File: src/rtl/iwm_pkg.sv
package iwm_pkg;
  // True when a window of `lanes` words from `base` runs past the array end.
  function automatic logic window_wraps(input int unsigned base,
                                        input int unsigned depth,
                                        input int unsigned lanes);
    return (base + lanes) > depth;
  endfunction
endpackage

File: src/rtl/iwm_addr_gen.sv
module iwm_addr_gen #(
  parameter int LANES = 4,
  parameter int RW    = 4,
  localparam int LW   = $clog2(LANES)
) (
  input  logic [RW-1:0]       row,
  input  logic [LW-1:0]       off,
  output logic [LANES*RW-1:0] bank_row
);
  // Banks below the offset hold the tail of the window, one row up.
  for (genvar b = 0; b < LANES; b++) begin : g_bank
    assign bank_row[b*RW +: RW] = (LW'(b) < off) ? row + RW'(1) : row;
  end
endmodule

File: src/rtl/iwm_bank.sv
module iwm_bank #(
  parameter int WIDTH = 8,
  parameter int ROWS  = 16,
  localparam int RW   = $clog2(ROWS)
) (
  input  logic             clk,
  input  logic             en,
  input  logic             we,
  input  logic [RW-1:0]    addr,
  input  logic [WIDTH-1:0] wdata,
  output logic [WIDTH-1:0] q
);
  logic [WIDTH-1:0] mem [ROWS];

  // One port: a cycle either writes or reads; q holds when idle or writing.
  always_ff @(posedge clk) begin
    if (en) begin
      if (we) mem[addr] <= wdata;
      else    q         <= mem[addr];
    end
  end
endmodule

File: src/rtl/iwm_rotate.sv
module iwm_rotate #(
  parameter int LANES = 4,
  parameter int WIDTH = 8,
  localparam int LW   = $clog2(LANES)
) (
  input  logic [LANES*WIDTH-1:0] bank_q,
  input  logic [LW-1:0]          off,
  output logic [LANES*WIDTH-1:0] lane_q
);
  always_comb begin
    for (int k = 0; k < LANES; k++) begin
      logic [LW-1:0] src;
      src = off + LW'(k);
      lane_q[k*WIDTH +: WIDTH] = bank_q[src*WIDTH +: WIDTH];
    end
  end
endmodule

File: src/rtl/iwm_window_mem.sv
module iwm_window_mem #(
  parameter int DEPTH = 64,
  parameter int LANES = 4,
  parameter int WIDTH = 8,
  localparam int AW   = $clog2(DEPTH),
  localparam int LW   = $clog2(LANES),
  localparam int RW   = AW - LW,
  localparam int ROWS = DEPTH / LANES
) (
  input  logic                   clk,
  input  logic                   rst_n,
  input  logic                   wr_en,
  input  logic [AW-1:0]          wr_addr,
  input  logic [WIDTH-1:0]       wr_data,
  input  logic                   rq_valid,
  output logic                   rq_ready,
  input  logic [AW-1:0]          rq_base,
  output logic                   rs_valid,
  input  logic                   rs_ready,
  output logic [LANES*WIDTH-1:0] rs_data,
  output logic                   rs_wrap
);
  import iwm_pkg::*;

  logic                   accept;
  logic [LANES*RW-1:0]    rd_row;
  logic [LANES*WIDTH-1:0] bank_q;
  logic [LW-1:0]          off_q;
  logic                   wrap_d;

  assign rq_ready = (!rs_valid || rs_ready) && !wr_en;
  assign accept   = rq_valid && rq_ready;
  assign wrap_d   = window_wraps({{(32-AW){1'b0}}, rq_base}, DEPTH, LANES);

  iwm_addr_gen #(.LANES(LANES), .RW(RW)) u_agen (
    .row      (rq_base[AW-1:LW]),
    .off      (rq_base[LW-1:0]),
    .bank_row (rd_row)
  );

  for (genvar b = 0; b < LANES; b++) begin : g_bank
    logic          hit_wr;
    logic [RW-1:0] addr;
    assign hit_wr = wr_en && (wr_addr[LW-1:0] == LW'(b));
    assign addr   = wr_en ? wr_addr[AW-1:LW] : rd_row[b*RW +: RW];

    iwm_bank #(.WIDTH(WIDTH), .ROWS(ROWS)) u_bank (
      .clk   (clk),
      .en    (hit_wr || accept),
      .we    (wr_en),
      .addr  (addr),
      .wdata (wr_data),
      .q     (bank_q[b*WIDTH +: WIDTH])
    );
  end

  // Rotation amount and wrap flag travel with the bank read.
  always_ff @(posedge clk or negedge rst_n) begin
    if (!rst_n) begin
      rs_valid <= 1'b0;
      off_q    <= '0;
      rs_wrap  <= 1'b0;
    end else if (accept) begin
      rs_valid <= 1'b1;
      off_q    <= rq_base[LW-1:0];
      rs_wrap  <= wrap_d;
    end else if (rs_ready) begin
      rs_valid <= 1'b0;
    end
  end

  iwm_rotate #(.LANES(LANES), .WIDTH(WIDTH)) u_rot (
    .bank_q (bank_q),
    .off    (off_q),
    .lane_q (rs_data)
  );
endmodule

File: config.mk
export PLATFORM = sky130hd
export DESIGN_NAME = iwm_window_mem
export DESIGN_NICKNAME = d
export VERILOG_FILES = /design/src/rtl/iwm_pkg.sv /design/src/rtl/iwm_addr_gen.sv /design/src/rtl/iwm_bank.sv /design/src/rtl/iwm_rotate.sv /design/src/rtl/iwm_window_mem.sv
export SDC_FILE = /design/constraint.sdc
export NUM_CORES = 1
export LEC_CHECK = 0
export BUFFER_PORTS_ARGS = -buffer_cell sky130_fd_sc_hd__buf_4
export CAP_MARGIN = 20
export CORE_MARGIN = 5
export CORE_UTILIZATION = 60
export CTS_BUF_LIST = sky130_fd_sc_hd__clkbuf_4
export DETAILED_ROUTE_END_ITERATION = 6
export PLACE_DENSITY = 0.77
export SLEW_MARGIN = 20
export SYNTH_ARGS = -nofsm -noshare
export SYNTH_HDL_FRONTEND = slang
export SYNTH_SLANG_ARGS = --single-unit
File: constraint.sdc
create_clock -name clk -period 4 [get_ports clk]
set_clock_uncertainty 0.1 [all_clocks]
set_input_delay 0.2 -clock clk [delete_from_list [all_inputs] [get_ports clk]]
set_output_delay 0.2 -clock clk [all_outputs]
set_load 0.005 [all_outputs]
==> out/results.txt <==
Area after DPL = 23,600 sq um
Die ar. = 41,900 sq um
Startpoint types = input pin
RSZ-0062 raised after global routing = false
Worst setup EP type = flip-flop
Initial antenna violation count = 4
Clock Sinks = 548
Library cells used by synthesis = 61
Worst R2R Start = rs_valid$_DFFE_PN0P_
Period utilization = 0.694
Nets@finish = 1,391
Area leader, netlist = edfxtp_1
# IOs = 60
Worst min-delay path class = in2reg
Setup Viol. Count Final = 0
Routed WL per cell = 25.3 um
Vias per cell = 6.24
Pleak = 8.57 nW
Crit. Startpoint = rq_base[1]
Status = complete, no violations
Clk_lat worst skew = 840 ps
PortBufs = 59
Row count = 71
Adder-cell share of the synthesized area = 0.000551
# Max-Cap Violations = 0
Compound-Gate Fraction of Synth Area = 0.0465
Post-synthesis sequential area ratio = 0.723
Worst setup path category = in2reg
Resize count post-CTS = 0
Post-synth ARST share = 0.00730
Synth top area cells = edfxtp_1 72%, mux4_2 11%, o211ai_1 3.2%
Worst r2r path cells = 6
Setup crit end = g_bank[1].u_bank.q[7]$_DFFE_PP_
Setup TNS Final = 0 ps
Max-slew headroom = 0.314
Post-route minimum period = 2780 ps
Power Density = 482 nW/um^2
DIE WIDTH = 205 um
GR Overflow Total = 0
Worst slew pin tran = 1030 ps
Mapped Cells = 1,197
Core Region = 37,500 sq um
Max Root-Sink Buffers = 3
Starting Density = 0.606
Largest family of logic cells by synthesized area = multiplexers
Synth warn = 0
Fmax = 360 MHz
Drt first pass iters = 5
Max Slew Vio Count = 0
Most common cell in the netlist = edfxtp_1
CP arrival = 3230 ps
CTS tree = built
Post-synthesis mux area share = 0.167
DRC Markers = 0
Vias in the first global route = 12,500
Syn-to-layout area delta = 12.7%
Initial drt markers = 1,415
Clock transition at path regs = 70 ps
Die height = 205 um
Synthesized net count = 1,223
Mean Syn Cell Area = 19.0 sq um
Post-Synth XOR/XNOR Area = 0.000771
Main synth FF type = edfxtp_1
CTS Buf Count = 136
Htree depth = 4
Worst-path fanout max = 33
Design area = 25,600 sq um
Simple-gate portion of the synthesized area = 0.0372
HPWL Detailed = 30,300 um
Largest net degree at the start of global routing = 65
R2R Setup Slk = 1360 ps
Layout cell share with drive strength beyond 1 = 0.300
DRT antenna net count = 0
Number of hold violations in the final report = 0
FF-to-FF End = off_q[1]$_DFFE_PN0N_
DR vias = 12,400
#FFs+latches synth = 548
CTS root buffer = clkbuf_4
GPL Wtd Cong = 0.862
Critical Path RT = 4450 ps
Worst vdd ir = 0.405 mV
Netlist Area Pre-Place = 22,700 sq um
Final wirelength = 50,200 um
Post-synth top cells = 544 x edfxtp_1, 113 x mux4_2, 97 x o211ai_1, 75 x nor2_1, 50 x mux2i_1
Overall global routing resource usage = 0.247
First-pass GRT wire length = 76,200 um
Post-synth top area share = 0.719
Post-synth EDFFs = 544
## sequential cells by signal, indices dropped and copies added (netlist names)
register	flops
g_bank.u_bank.q	32
rs_wrap	1
off_q	2
rs_valid	1
g_bank.u_bank.mem	512
## worst min path at each step
stage	from	end	slack (ps)	cells after the start
3_5_place_dp	rst_n	off_q[0]$_DFFE_PN0N_	-100	1
6_report	rq_valid	g_bank[0].u_bank.q[1]$_DFFE_PP_	50	3
2_1_floorplan	rst_n	off_q[0]$_DFFE_PN0N_	-200	0
3_3_place_gp	rst_n	off_q[1]$_DFFE_PN0N_	-100	1
4_1_cts	rq_valid	g_bank[0].u_bank.q[4]$_DFFE_PP_	10	3
5_1_grt	rq_valid	g_bank[0].u_bank.q[1]$_DFFE_PP_	60	3
## metrics by stage
step                      worst slack, ps  cells  total power, mW   util  hold slack [ps]
final                                1220   1987             12.4  0.683             47.7
after global routing                 1180   1987             12.9  0.683             64.9
after CTS                            1280   1985             12.4  0.683             15.0
after detailed placement              823   1717             7.78  0.630             -102
after global placement                841   1717             7.76  0.630             -101
after floorplan                      1590   1197             7.31      -             -196
## cells by family after synthesis
group	after synthesis
flops	548
mux	211
simple gates	183
compound gates	140
buf+inv	112
xor+xnor	2
fa+ha+maj	1
## worst max-delay path, cell delays in order
cell and delay, ps:
dlygate4sd3_1 560, buf_4 270, mux2_4 480, o21a_2 660, buf_12 280, mux2_2 350, o211ai_1 260, nand4_1 150
## area by class of cell
class                   count  area (sq um)
repair buffers            102           843
well taps                 511           639
fillers                  2471         11900
diodes                      2          5.00
inverters                  40           150
flip-flops and latches    548         16400
clock inverters            51           300
clock buffers             196          1470
multi-input cells         537          5780
## routing by layer
metal,track usage,up-vias,part of all wire
met5,0,-,0.00044
met4,0.0936,4,0.030
met3,0.0595,96,0.094
met2,0.380,674,0.48
met1,0.352,6251,0.39
li1,-,5370,-
## report_power, final
group	internal, mW	switching [mW]
logic	0.550	0.675
clock network	2.47	2.20
registers	6.40	0.0498
## cells in the final DEF, fill, tap and decap left out, types with 2 or more instances in the layout
| cell type | instances |
|---|---|
| o21a_1 | 4 |
| nor2_1 | 75 |
| a22oi_1 | 8 |
| clkinv_1 | 32 |
| nor4_1 | 2 |
| mux2_1 | 17 |
| clkbuf_4 | 196 |
| diode_2 | 2 |
| mux2_2 | 17 |
| dfrtp_1 | 4 |
| nand2_1 | 34 |
| a21boi_4 | 2 |
| nor3_1 | 2 |
| o31ai_1 | 2 |
| clkinv_2 | 8 |
| bufinv_16 | 3 |
| and3_1 | 3 |
| mux4_1 | 13 |
| edfxtp_1 | 544 |
| nand2b_1 | 7 |
| mux4_2 | 113 |
| o21ai_0 | 3 |
| clkinvlp_4 | 4 |
| buf_4 | 79 |
| nand4_1 | 12 |
| o31a_1 | 2 |
| o211ai_1 | 97 |
| nand3_1 | 32 |
| mux2i_1 | 50 |
| nor3_2 | 2 |
| nor2b_1 | 3 |
| or2_2 | 2 |
| buf_12 | 2 |
| inv_1 | 39 |
| dlygate4sd3_1 | 21 |
| inv_2 | 4 |
| a21oi_1 | 5 |
## timing repair
item                      CTS  global route
hold buffers               21             0
hold endpoints to repair  542             0
setup buffers               0             0
(Power assumes the default switching activity.)
